File: src/rtl/bwx_pkg.sv
package bwx_pkg;

  localparam logic       FAM_BIT31  = 1'b0;
  localparam logic [8:0] FAM_29_21  = 9'b1_0111_0000;
  localparam int         IDX_W      = 4;
  localparam int         REG_W      = 5;

  typedef struct packed {
    logic             doWrite;
    logic             raiseUndef;
    logic             fullWidth;
    logic [IDX_W-1:0] startIdx;
    logic [REG_W-1:0] dstReg;
  } bwx_ctrl_t;

endpackage

File: src/rtl/bwx_decode.sv
module bwx_decode
  import bwx_pkg::*;
#(
  parameter bit SOLE_DECODER = 1'b1
) (
  input  logic        instrValid,
  input  logic [31:0] instrWord,
  output bwx_ctrl_t   ctrlStrobes
);

  logic isFamily;
  logic isMove;
  logic fullW;
  logic badIdx;
  logic [IDX_W-1:0] idxField;
  logic unusedRegFields;

  // Source register numbers are resolved before this block; they are not needed here.
  assign unusedRegFields = ^{instrWord[20:16], instrWord[9:5]};

  always_comb begin
    // Bit 30 is the width bit, so it is left out of the family match.
    isFamily = instrValid
             && (instrWord[31] == FAM_BIT31)
             && (instrWord[29:21] == FAM_29_21)
             && !instrWord[15];
    isMove   = instrWord[10];
    fullW    = instrWord[30];
    idxField = instrWord[14:11];
    badIdx   = !fullW && idxField[IDX_W-1];

    ctrlStrobes.doWrite    = isFamily && !isMove && !badIdx;
    ctrlStrobes.raiseUndef = isFamily && (isMove ? SOLE_DECODER : badIdx);
    ctrlStrobes.fullWidth  = fullW;
    ctrlStrobes.startIdx   = idxField;
    ctrlStrobes.dstReg     = instrWord[4:0];
  end

endmodule

File: src/rtl/bwx_datapath.sv
module bwx_datapath
  import bwx_pkg::*;
#(
  parameter int VEC_BYTES = 16,
  parameter int BYTE_W    = 8
) (
  input  logic                     clk,
  input  logic                     rst_n,
  input  bwx_ctrl_t                ctrlStrobes,
  input  logic [VEC_BYTES*BYTE_W-1:0] srcFirst,
  input  logic [VEC_BYTES*BYTE_W-1:0] srcSecond,
  output logic [REG_W-1:0]         dstIdx,
  output logic [VEC_BYTES*BYTE_W-1:0] resultData,
  output logic                     wrEn,
  output logic                     undefFlag
);

  localparam int VEC_W      = VEC_BYTES * BYTE_W;
  localparam int HALF_BYTES = VEC_BYTES / 2;
  localparam int HALF_W     = HALF_BYTES * BYTE_W;

  logic [31:0]        shiftBits;
  logic [2*VEC_W-1:0] fullCat;
  logic [VEC_W-1:0]   halfCat;
  logic [VEC_W-1:0]   fullWin;
  logic [HALF_W-1:0]  halfWin;
  logic [VEC_W-1:0]   nextResult;

  assign shiftBits = 32'(ctrlStrobes.startIdx) * BYTE_W;
  assign fullCat   = {srcSecond, srcFirst};
  assign halfCat   = {srcSecond[HALF_W-1:0], srcFirst[HALF_W-1:0]};
  assign fullWin   = VEC_W'(fullCat >> shiftBits);
  assign halfWin   = HALF_W'(halfCat >> shiftBits);

  // Per-lane select: low lanes come from either window, high lanes zero in half width.
  for (genvar lane = 0; lane < VEC_BYTES; lane++) begin : g_lane
    if (lane < HALF_BYTES) begin : g_low
      assign nextResult[lane*BYTE_W +: BYTE_W] = ctrlStrobes.fullWidth
        ? fullWin[lane*BYTE_W +: BYTE_W] : halfWin[lane*BYTE_W +: BYTE_W];
    end else begin : g_high
      assign nextResult[lane*BYTE_W +: BYTE_W] = ctrlStrobes.fullWidth
        ? fullWin[lane*BYTE_W +: BYTE_W] : {BYTE_W{1'b0}};
    end
  end

  always_ff @(posedge clk or negedge rst_n) begin
    if (!rst_n) begin
      wrEn       <= 1'b0;
      undefFlag  <= 1'b0;
      dstIdx     <= '0;
      resultData <= '0;
    end else begin
      wrEn      <= ctrlStrobes.doWrite;
      undefFlag <= ctrlStrobes.raiseUndef;
      if (ctrlStrobes.doWrite) begin
        dstIdx     <= ctrlStrobes.dstReg;
        resultData <= nextResult;
      end
    end
  end

  // write and undefined pulses are exclusive
  a_r10_exclusive: assert property (@(posedge clk) disable iff (!rst_n)
    !(wrEn && undefFlag));

  // a cycle without a write leaves the result and index alone
  a_r10_hold: assert property (@(posedge clk) disable iff (!rst_n)
    !ctrlStrobes.doWrite |=> ($stable(resultData) && $stable(dstIdx)));

endmodule

File: src/rtl/byte_window_extract.sv
module byte_window_extract
  import bwx_pkg::*;
#(
  parameter int VEC_BYTES    = 16,
  parameter int BYTE_W       = 8,
  parameter bit SOLE_DECODER = 1'b1
) (
  input  logic                          clk,
  input  logic                          rst_n,
  input  logic                          instrValid,
  input  logic [31:0]                   instrWord,
  input  logic [VEC_BYTES*BYTE_W-1:0]   srcFirst,
  input  logic [VEC_BYTES*BYTE_W-1:0]   srcSecond,
  output logic [REG_W-1:0]              dstIdx,
  output logic [VEC_BYTES*BYTE_W-1:0]   resultData,
  output logic                          wrEn,
  output logic                          undefFlag
);

  localparam int HALF_W = VEC_BYTES * BYTE_W / 2;

  bwx_ctrl_t ctrlStrobes;

  bwx_decode #(.SOLE_DECODER(SOLE_DECODER)) decode_i (
    .instrValid (instrValid),
    .instrWord  (instrWord),
    .ctrlStrobes(ctrlStrobes)
  );

  bwx_datapath #(.VEC_BYTES(VEC_BYTES), .BYTE_W(BYTE_W)) datapath_i (
    .clk        (clk),
    .rst_n      (rst_n),
    .ctrlStrobes(ctrlStrobes),
    .srcFirst   (srcFirst),
    .srcSecond  (srcSecond),
    .dstIdx     (dstIdx),
    .resultData (resultData),
    .wrEn       (wrEn),
    .undefFlag  (undefFlag)
  );

  logic famWord;
  assign famWord = instrValid && !instrWord[31] && (instrWord[29:21] == FAM_29_21) && !instrWord[15];

  // no pulse after an idle cycle
  a_r8_idle_quiet: assert property (@(posedge clk) disable iff (!rst_n)
    !instrValid |=> (!wrEn && !undefFlag));

  // half width with index bit 3 set is undefined
  a_r6_half_bad_index: assert property (@(posedge clk) disable iff (!rst_n)
    (famWord && !instrWord[10] && !instrWord[30] && instrWord[14]) |=> (undefFlag && !wrEn));

  // half-width write clears the upper half
  a_r4_upper_zero: assert property (@(posedge clk) disable iff (!rst_n)
    (famWord && !instrWord[10] && !instrWord[30] && !instrWord[14])
      |=> (wrEn && (resultData[2*HALF_W-1:HALF_W] == '0)));

  // full width with index 0 copies the first source
  a_r5_identity: assert property (@(posedge clk) disable iff (!rst_n)
    (famWord && !instrWord[10] && instrWord[30] && (instrWord[14:11] == 4'd0))
      |=> (wrEn && (resultData == $past(srcFirst))));

  // element-move words never write; undefined only as sole decoder
  a_r7_move_word: assert property (@(posedge clk) disable iff (!rst_n)
    (famWord && instrWord[10]) |=> (!wrEn && (undefFlag == SOLE_DECODER)));

endmodule

File: config.mk
export PLATFORM = sky130hd
export DESIGN_NAME = byte_window_extract
export DESIGN_NICKNAME = d
export VERILOG_FILES = /design/src/rtl/bwx_pkg.sv /design/src/rtl/bwx_decode.sv /design/src/rtl/bwx_datapath.sv /design/src/rtl/byte_window_extract.sv
export SDC_FILE = /design/constraint.sdc
export NUM_CORES = 1
export LEC_CHECK = 0
export BUFFER_PORTS_ARGS = -buffer_cell sky130_fd_sc_hd__buf_2
export CORE_UTILIZATION = 40
export CTS_CLUSTER_SIZE = 28
export DETAILED_ROUTE_END_ITERATION = 10
export PLACE_DENSITY = 0.66
export SYNTH_ARGS = -nofsm -noshare
export SYNTH_HDL_FRONTEND = slang
export SYNTH_SLANG_ARGS = --single-unit
File: constraint.sdc
create_clock -name clk -period 1.2 [get_ports clk]
set_clock_uncertainty 0.2 [all_clocks]
set_input_delay 0.24 -clock clk [delete_from_list [all_inputs] [get_ports clk]]
set_output_delay 0.24 -clock clk [all_outputs]
set_load 0.005 [all_outputs]
Word level (Yosys, flattened, before mapping)
Index checks and enable logic that the tools add are counted.

Logic and storage cells: 36. Bits in registers: 135. Input bits: 291. Output and inout port bits: 135.

Mux-type cells: 17. Reduce and logical (&&, ||, !) cells: 11. Bitwise gates (word level): 1. Shifts and indexed selects: 2. Equality and inequality tests: 1.

Operators with widths (count): >> shifter 256 x 7 -> 128 bit (1); two-way mux 8 bit (16); >> shifter 128 x 7 -> 64 bit (1); == test 9 bit, second input constant (1); logical AND 1 bit (7); zero test 1 bit (4); two-way mux 1 bit (1); inverter 1 bit (1).

Longest topological paths before layout
Gate-level depths: netlist of run 1.

Depth in word-level cells: 6. Depth in mapped cells: 10. Gate-level depth less buffers: 6.

Modules after synthesis
Synthesis of run 1 repeated with hierarchy kept, for this count alone.

Cells, all modules: 1735. Area total of the unflattened synthesis: 17576.9 um2.

By module, submodules not included: bwx_datapath (instances 1, cells an instance 1717, area an instance 17430.5 um2); bwx_decode (instances 1, cells an instance 18, area an instance 146.4 um2).

Worst setup path before layout of run 1
No wires, ideal clock.

Kind: input to register. Start point: in instrWord[11]. End point: reg datapath_i.resultData[14]. Slack: -0.907 ns. Setup time: 0.137 ns. Stages: 7. Buffers on the path: 3. Arrival: 1.770 ns. Data required time: 0.863 ns. Path through: buf_6 -> buf_6 -> buf_6 -> mux2_4 -> mux4_2 -> a221oi_2 -> a21oi_1.

Word-level cells in the longest chain between the ends: 2.

RTL lines: start: declaration (RTL line byte_window_extract.sv:11) `input logic [31:0] instrWord,`; >> shifter 128 x 7 -> 64 bit or >> shifter 256 x 7 -> 128 bit (tied branches) (RTL line bwx_datapath.sv:33, bwx_datapath.sv:32); two-way mux 8 bit (*) (RTL line bwx_datapath.sv:39) `? fullWin[lane*BYTE_W +: BYTE_W] : halfWin[lane*BYTE_W +: BYTE_W];`; end signal: assignment (RTL line bwx_datapath.sv:57) `resultData <= nextResult;`; end: declaration (RTL line bwx_datapath.sv:13) `output logic [VEC_BYTES*BYTE_W-1:0] resultData,`.

Every way passes the cells marked *; elsewhere a longest branch is shown, timed or not. A chain may end at the register's enable or synchronous reset.

Final worst setup path of run 1
Start point: in instrWord[27]. End point: reg datapath_i.resultData[47].

Word-level cells in the longest chain between the ends: 5.

RTL lines: == test 9 bit (RTL line bwx_decode.sv:25) `&& (instrWord[29:21] == FAM_29_21)`; logical AND 1 bit (RTL line bwx_decode.sv:25); logical AND 1 bit (RTL line bwx_decode.sv:26) `&& !instrWord[15];`; logical AND 1 bit (2 in series) (RTL line bwx_decode.sv:32) `ctrlStrobes.doWrite = isFamily && !isMove && !badIdx;`.

Every way passes these cells.

==> results.sh, run 1 <==
export IMPL_core_area_sq_mm=0.03865
export IMPL_outcome="finished, violations left"
export IMPL_maxSlewHeadroom=0.5087
export IMPL_clk_insertion_delay_late_ns=0.44
export IMPL_final_min_period_over_clock_period=1.412
export IMPL_p_clk_frac=0.294
export IMPL_wl_mm=87.76
export IMPL_cts_root_buf="sky130_fd_sc_hd__clkbuf_16"
export IMPL_count_of_tritonroute_iterations_in_the_first_routing_pass=6
export IMPL_hold_viol=0
export IMPL_seq_cells_post_synth=135
export IMPL_design_final_nets=2840
export IMPL_global_route_usage_total=0.4247
export IMPL_drt_wirelength_per_cell_microns=28.49
export IMPL_fmaxAchievable_ghz=0.5901
export IMPL_chipWidth_microns=199.8
export IMPL_nFillCells=2883
export IMPL_io_pin_count=426
export IMPL_synth_edf_count=0
export IMPL_drt_drc_violations_left=0
export IMPL_syn_avg_cell_area_sq_um=9.496
export IMPL_critical_path_reg2reg_startpoint="datapath_i.resultData[47]"
export IMPL_num_antenna_cells=0
export IMPL_tightestPinTransition_ns=0.7352
export IMPL_ys_async_sr_fraction=1.000
export IMPL_first_global_vias=19306
export IMPL_powerDensity_mw_per_mm2=691.4
export IMPL_cts_reportedPaths_clkPinSlew_ns=0.08
export IMPL_synth_nets=1939
export IMPL_grt_start_max_net_pins=44
export IMPL_grt_first_pass_wirelength_mm=123.8
export IMPL_fp_dieArea_sq_mm=0.03992
export IMPL_std_cell_rows=72
export IMPL_crit_required_ns=1.32
export IMPL_total_setup_violations_reported_at_the_end_of_the_flow=269
export IMPL_rsz0062_at_grt="true"
export IMPL_setup_worst_path_start="instrWord[27]"
export IMPL_maximum_single_stage_delay_on_the_critical_path_ns=0.36
export IMPL_dp_hpwl_mm=61.33
export IMPL_initial_core_util=0.4049
export IMPL_viasPerCell=6.450
export IMPL_ctsHtreeMaxLevel=4
export IMPL_cts_sink_count=135
export IMPL_cts_tree="built"
export IMPL_power_combinational_fraction=0.460
export IMPL_synthCells=1648
export IMPL_violated_checks="negative setup slack"
export IMPL_grt_overflow=0
export IMPL_setup_worst_path_class="input pin to register"
export IMPL_die_height_microns=199.8
export IMPL_post_route_util=0.6973
export IMPL_critPathLaunchType="input pin"
export IMPL_crit_fanout=5
export IMPL_sequential_power_share=0.246
export IMPL_internal_power_mw=11.79
export IMPL_synth_warnings=0
export IMPL_leakagePower_nw=12.54
export IMPL_cts_root_to_sink_buffers=2
export IMPL_postSynth_topFlopCell="sky130_fd_sc_hd__dfrtp_1"
export IMPL_drive_gt1_frac=0.6401
export IMPL_sw_frac=0.3675
export IMPL_port_buffers=407
export IMPL_timing_max_cap_violations=0
export IMPL_most_prevalent_standard_cell_on_the_critical_path="sky130_fd_sc_hd__buf_6"
export IMPL_synth_distinct_cells=59
export IMPL_synth_seq_area_share=0.2159
export IMPL_final_max_slew_violation_count=0
export IMPL_ir_worst_vdd_mv=0.6879
export IMPL_slowest_stage="sky130_fd_sc_hd__or3_1"
export IMPL_post_route_ant_nets=0
export IMPL_area_delta_synth_final_pct=72.22
export IMPL_power_switching_mw=6.847
export IMPL_hold_ws_ns=0.004758
export IMPL_crit_arrival_ns=1.81
export IMPL_gpl_final_weighted_congestion=0.9887
export IMPL_via_count=19865
export IMPL_critical_path_cell_chain="buf_2 -> and4b_2 -> buf_6 -> nand4_1 -> buf_6 -> nor2_4 -> buf_8 -> a22o_1 -> or3_1"
export IMPL_detail_route_iter0_violations=2259
export IMPL_post_route_worst_setup_slack_ns=-0.4947
export IMPL_post_route_min_period_ns=1.695
export IMPL_syn_std_cell_area_sq_mm=0.01565
export IMPL_worstHoldPathType="input pin to asynchronous set/reset pin"
export IMPL_number_of_buffers_created_by_cts=17
export IMPL_grt_antenna_before_repair=2
export IMPL_worst_setup_end_kind="register"
[path summary, 6_finish.rpt]
path                       depth (start not counted)  slack, ns                    endpoint
setup / recovery                                   9      -0.49   datapath_i.resultData[47]
hold / removal                                     2      0.005   datapath_i.resultData[54]
setup reg to reg                                   3      -0.21   datapath_i.resultData[47]
hold reg to reg                                    2       0.28   datapath_i.resultData[67]
max in group asynchronous                          3       0.28  datapath_i.resultData[106]
min in group clk                                   4       0.11   datapath_i.resultData[46]
[synth_stat cells (all sizes together), types with 22 or more instances]
library cell | n | area share
nand2 | 263 | 0.063
mux2i | 188 | 0.12
mux4 | 158 | 0.23
o21ai | 155 | 0.050
dfrtp | 135 | 0.22
mux2 | 106 | 0.077
buf | 97 | 0.040
nor2 | 89 | 0.021
clkbuf | 68 | 0.016
a21oi | 67 | 0.021
nand3 | 30 | 0.0096
a22oi | 28 | 0.013
a211oi | 23 | 0.011
a221oi | 23 | 0.013
o22ai | 22 | 0.0088
[flip-flops by register name, summed over array words and instances (netlist names)]
signal	cells
datapath_i.resultData	128
datapath_i.wrEn	1
datapath_i.dstIdx	5
datapath_i.undefFlag	1
[worst max-delay path, delay by kind of cell]
kind	cells	cell delay, ns
AO/OA/AOI/OAI	1	0.19
buffers and inverters	4	0.56
AND/OR/NAND/NOR	4	0.80
[cell type report]
class | count | area [sq um] | area share
clock buffers | 18 | 429.2 | 0.01592
clock inverters | 14 | 138.9 | 0.005153
inverters | 10 | 77.57 | 0.002878
multi-input cells | 1338 | 13230 | 0.4907
flip-flops and latches | 135 | 3387 | 0.1257
well taps | 518 | 648.1 | 0.02405
repair buffers | 1047 | 9044 | 0.3356
[kinds of logic (layout without fill, tap and decap cells)]
kind of cell    after synthesis  count (layout)  synth area share
compound gates              415             415            0.1696
buf+inv                     175            1089           0.05861
flops                       135             135            0.2159
mux                         452             452            0.4246
simple gates                471             471            0.1313
[routing by layer]
metal | vias up | track usage | share of wire
li1 | 8211 | - | -
met1 | 9677 | 0.5413 | 0.36
met2 | 1599 | 0.6512 | 0.44
met3 | 374 | 0.08871 | 0.12
met4 | 4 | 0.2839 | 0.075
met5 | - | 0 | 0.00028
[placed cells by master (no fill, tap or decap), types with 13 or more instances in the layout]
master and n:
sky130_fd_sc_hd__a211oi_1 13, sky130_fd_sc_hd__a21oi_1 49, sky130_fd_sc_hd__a21oi_2 16, sky130_fd_sc_hd__a221oi_2 17
sky130_fd_sc_hd__a22o_1 14, sky130_fd_sc_hd__a22oi_1 15, sky130_fd_sc_hd__a22oi_2 13, sky130_fd_sc_hd__buf_12 70
sky130_fd_sc_hd__buf_16 22, sky130_fd_sc_hd__buf_2 359, sky130_fd_sc_hd__buf_4 446, sky130_fd_sc_hd__buf_6 119
sky130_fd_sc_hd__buf_8 16, sky130_fd_sc_hd__clkbuf_16 20, sky130_fd_sc_hd__dfrtp_1 128, sky130_fd_sc_hd__mux2_2 62
sky130_fd_sc_hd__mux2_4 44, sky130_fd_sc_hd__mux2i_1 119, sky130_fd_sc_hd__mux2i_2 38, sky130_fd_sc_hd__mux2i_4 31
sky130_fd_sc_hd__mux4_2 158, sky130_fd_sc_hd__nand2_1 236, sky130_fd_sc_hd__nand2_2 18, sky130_fd_sc_hd__nand3_1 19
sky130_fd_sc_hd__nor2_1 71, sky130_fd_sc_hd__nor3_1 13, sky130_fd_sc_hd__o211ai_1 14, sky130_fd_sc_hd__o21ai_0 46
sky130_fd_sc_hd__o21ai_1 43, sky130_fd_sc_hd__o21ai_2 61, sky130_fd_sc_hd__o22ai_1 16
[stage by stage]
| step | instances | instance area, sq um | TNS (ns) | setup slack, ns | total power [mW] |
|---|---|---|---|---|---|
| final | 3080 | 26950 | -80.18 | -0.4947 | 18.63 |
| after global routing | 3080 | 26950 | -89.55 | -0.5524 | 19.16 |
| after CTS | 3033 | 25800 | -77.66 | -0.4453 | 17.99 |
| after detailed placement | 2841 | 21420 | -140.03 | -1.292 | 11.43 |
| after global placement | 2841 | 21420 | -135.38 | -1.268 | 11.37 |
| after floorplan | 1648 | 16000 | -98.56 | -0.8617 | 8.350 |
[timing repair]
action | CTS | global route
cloned | 29 | 2
buffers inserted | 135 | 66
setup endpoints to repair | 270 | 270
hold buffers | 6 | 0
endpoints found under the hold margin | 140 | 0
pin swaps | 110 | 83
resized for setup | 550 | 204
[power by group through the flow]
stage / sequential, mW / combinational, mW / clock (mW)
after floorplan: 4.66 / 3.69 / 0
after global placement: 4.66 / 6.71 / 0
after global routing: 4.57 / 8.91 / 5.68
final: 4.58 / 8.57 / 5.48
after CTS: 4.58 / 7.97 / 5.45
after detailed placement: 4.66 / 6.76 / 0
(Power assumes the default switching activity.)
==> run 2, diff against run 1 <==
REMOVE_ABC_BUFFERS = 1   (was default)
==> run 2 against run 1 <==
Effect of this change: the flow still finishes with violations (negative setup slack); first-iteration DRC count is 9.1% lower; register-to-register slack improved by 0.04 ns; via count fell by 2.2%; highest routed layer unchanged; hold slack better by 0.028 ns; critical endpoint is now datapath_i.resultData[42]; worst setup slack got worse by 0.080 ns; largest power group unchanged; clock power increased by 9.3%.
==> results.sh, run 2 (synthesis gave the netlist of run 1 again) <==
export IMPL_outcome="finished, violations left"
export IMPL_violated_checks="negative setup slack"
export IMPL_count_of_tritonroute_iterations_in_the_first_routing_pass=5
export IMPL_grt_overflow=0
export IMPL_final_min_period_over_clock_period=1.479
export IMPL_rsz0062_at_grt="true"
export IMPL_initial_core_util=0.4049
export IMPL_fmaxAchievable_ghz=0.5634
export IMPL_first_global_vias=18566
export IMPL_area_delta_synth_final_pct=65.93
export IMPL_route_met3_wl_mm=9.025
export IMPL_crit_fanout=8
export IMPL_via_count=19423
export IMPL_worstHoldPathType="input pin to asynchronous set/reset pin"
export IMPL_top_layer="met5"
export IMPL_setup_worst_path_class="input pin to register"
export IMPL_final_max_slew_violation_count=0
export IMPL_total_setup_violations_reported_at_the_end_of_the_flow=269
export IMPL_ir_worst_vdd_mv=1.003
export IMPL_chipWidth_microns=199.8
export IMPL_largest_register_ffs=128
export IMPL_design_final_nets=2797
export IMPL_layoutNonFillerInstCount=3056
export IMPL_timing_max_cap_violations=0
export IMPL_wl_mm=81.90
export IMPL_post_route_ant_nets=0
export IMPL_wl_met2_mm=36.88
export IMPL_clk_insertion_delay_late_ns=0.45
export IMPL_grt_antenna_before_repair=15
export IMPL_most_common_cell_after_layout_fill_and_taps_aside="sky130_fd_sc_hd__buf_4"
export IMPL_dp_hpwl_mm=57.38
export IMPL_fp_dieArea_sq_mm=0.03992
export IMPL_powerDensity_mw_per_mm2=727.9
export IMPL_mostFrequentLayoutCells="sky130_fd_sc_hd__buf_4 (429), sky130_fd_sc_hd__buf_2 (382), sky130_fd_sc_hd__nand2_1 (236), sky130_fd_sc_hd__mux4_2 (158), sky130_fd_sc_hd__dfrtp_1 (135)"
export IMPL_core_area_sq_mm=0.03865
export IMPL_worst_setup_end_kind="register"
export IMPL_crit_required_ns=1.33
export IMPL_detail_route_iter0_violations=2053
export IMPL_tightestPinTransition_ns=0.6096
export IMPL_critPathLaunchType="input pin"
export IMPL_wirelength_met1_mm=30.31
export IMPL_most_prevalent_standard_cell_on_the_critical_path="sky130_fd_sc_hd__buf_16"
export IMPL_critical_path_top_delay_family="multiplexers"
export IMPL_slowest_stage="sky130_fd_sc_hd__mux4_2"
export IMPL_cts_root_buf="sky130_fd_sc_hd__clkbuf_16"
export IMPL_drt_drc_violations_left=0
export IMPL_total_power_mw=18.90
export IMPL_post_route_worst_setup_slack_ns=-0.5749
export IMPL_gpl_final_weighted_congestion=0.9835
export IMPL_number_of_buffers_created_by_cts=17
export IMPL_ctsHtreeMaxLevel=4
export IMPL_io_pin_count=426
export IMPL_dpl_cell_area_sq_mm=0.02137
export IMPL_cts_sink_count=135
export IMPL_hold_viol=0
export IMPL_cts_reportedPaths_clkPinSlew_ns=0.07
export IMPL_placedCellCount=2851
export IMPL_worst_path_buf_inv=4
export IMPL_post_route_min_period_ns=1.775
export IMPL_cts_root_to_sink_buffers=2
export IMPL_registers_top_by_ff_count="datapath_i.resultData"
export IMPL_hold_ws_ns=0.03271
export IMPL_maximum_single_stage_delay_on_the_critical_path_ns=0.50
export IMPL_top_regs="datapath_i.resultData x128, datapath_i.dstIdx x5"
export IMPL_grt_start_max_net_pins=29
export IMPL_port_buffers=407
export IMPL_crit_arrival_ns=1.90
export IMPL_die_height_microns=199.8
export IMPL_viasPerCell=6.356
export IMPL_drt_wirelength_per_cell_microns=26.80
export IMPL_grt_first_pass_wirelength_mm=115.0
export IMPL_maxSlewHeadroom=0.5926
export IMPL_leakagePower_nw=12.02
export IMPL_critical_path_cell_chain="buf_16 -> buf_12 -> buf_16 -> buf_8 -> mux2_4 -> mux4_2 -> a32oi_1 -> o311ai_1"
export IMPL_cts_tree="built"
export IMPL_global_route_usage_total=0.3913
export IMPL_fin_area_sq_mm=0.02597
export IMPL_std_cell_rows=72
export IMPL_drive_gt1_frac=0.6070
==> run 2: cell types whose count changed in the layout (fill, tap and decap cells not counted), sizes merged <==
cell | previous run | this run
nand2 | 263 | 265
diode | 0 | 19
bufbuf | 5 | 1
bufinv | 1 | 4
clkbuf | 22 | 23
clkinv | 7 | 8
buf | 1032 | 990
inv | 13 | 9
==> run 2: per-layer routing <==
| metal | track usage | vias up |
|---|---|---|
| li1 | - | 8173 |
| met1 | 0.5085 | 9489 |
| met2 | 0.6060 | 1396 |
| met3 | 0.07241 | 361 |
| met4 | 0.2386 | 4 |
| met5 | 0 | - |
==> run 2: final cells by class <==
class / count / area (sq um)
clock inverter: 14 / 200.2
clock buffer: 18 / 439.2
antenna: 19 / 47.55
inverter: 10 / 58.81
multi-input combinational: 1340 / 12920
timing repair buffer: 1002 / 8272
fill: 2968 / 12680
tap: 518 / 648.1
sequential: 135 / 3378
==> run 2: timing repair <==
item                                   in CTS  in global routing
endpoints found under the hold margin     140                  0
gates cloned                               23                  5
hold buffers                                6                  0
resized for setup                         401                215
setup buffers                              46                 87
setup endpoints to repair                 270                270
pin swaps                                 109                 86
==> run 2: worst register-to-register path, stage by stage (launching register included) <==
cell and delay (ns):
sky130_fd_sc_hd__dfrtp_1 0.39, sky130_fd_sc_hd__buf_4 0.15, sky130_fd_sc_hd__a22o_1 0.19, sky130_fd_sc_hd__or3_1 0.32
==> run 2: worst paths after layout <==
path | startpoint | end | slack [ns] | cells past startpoint
setup / recovery | instrWord[11] | datapath_i.resultData[42] | -0.57 | 8
hold / removal | rst_n | datapath_i.resultData[3] | 0.03 | 2
setup reg to reg | datapath_i.resultData[47] | datapath_i.resultData[47] | -0.17 | 3
hold reg to reg | datapath_i.dstIdx[3] | datapath_i.dstIdx[3] | 0.28 | 2
max in group asynchronous | rst_n | datapath_i.resultData[104] | 0.23 | 3
min in group clk | instrWord[14] | datapath_i.resultData[38] | 0.04 | 3
==> run 2: stage by stage <==
| stage | worst slack, ns | setup TNS, ns | util |
|---|---|---|---|
| CTS | -0.5270 | -86.36 | 0.6312 |
| floorplan | -3.366 | -343.90 | - |
| global placement | -1.142 | -132.02 | 0.5529 |
| detailed placement | -1.140 | -135.95 | 0.5529 |
| global route | -0.6313 | -95.52 | 0.6714 |
| finish | -0.5749 | -88.64 | 0.6719 |
==> run 2: where the power goes <==
group	internal, mW	switching, mW	leakage (nW)	total, mW
sequential	4.56	0.0123	1.88	4.58
combinational	4.26	4.07	9.84	8.33
clock	3.55	2.44	0.303	5.99
total	12.4	6.53	12.0	18.9
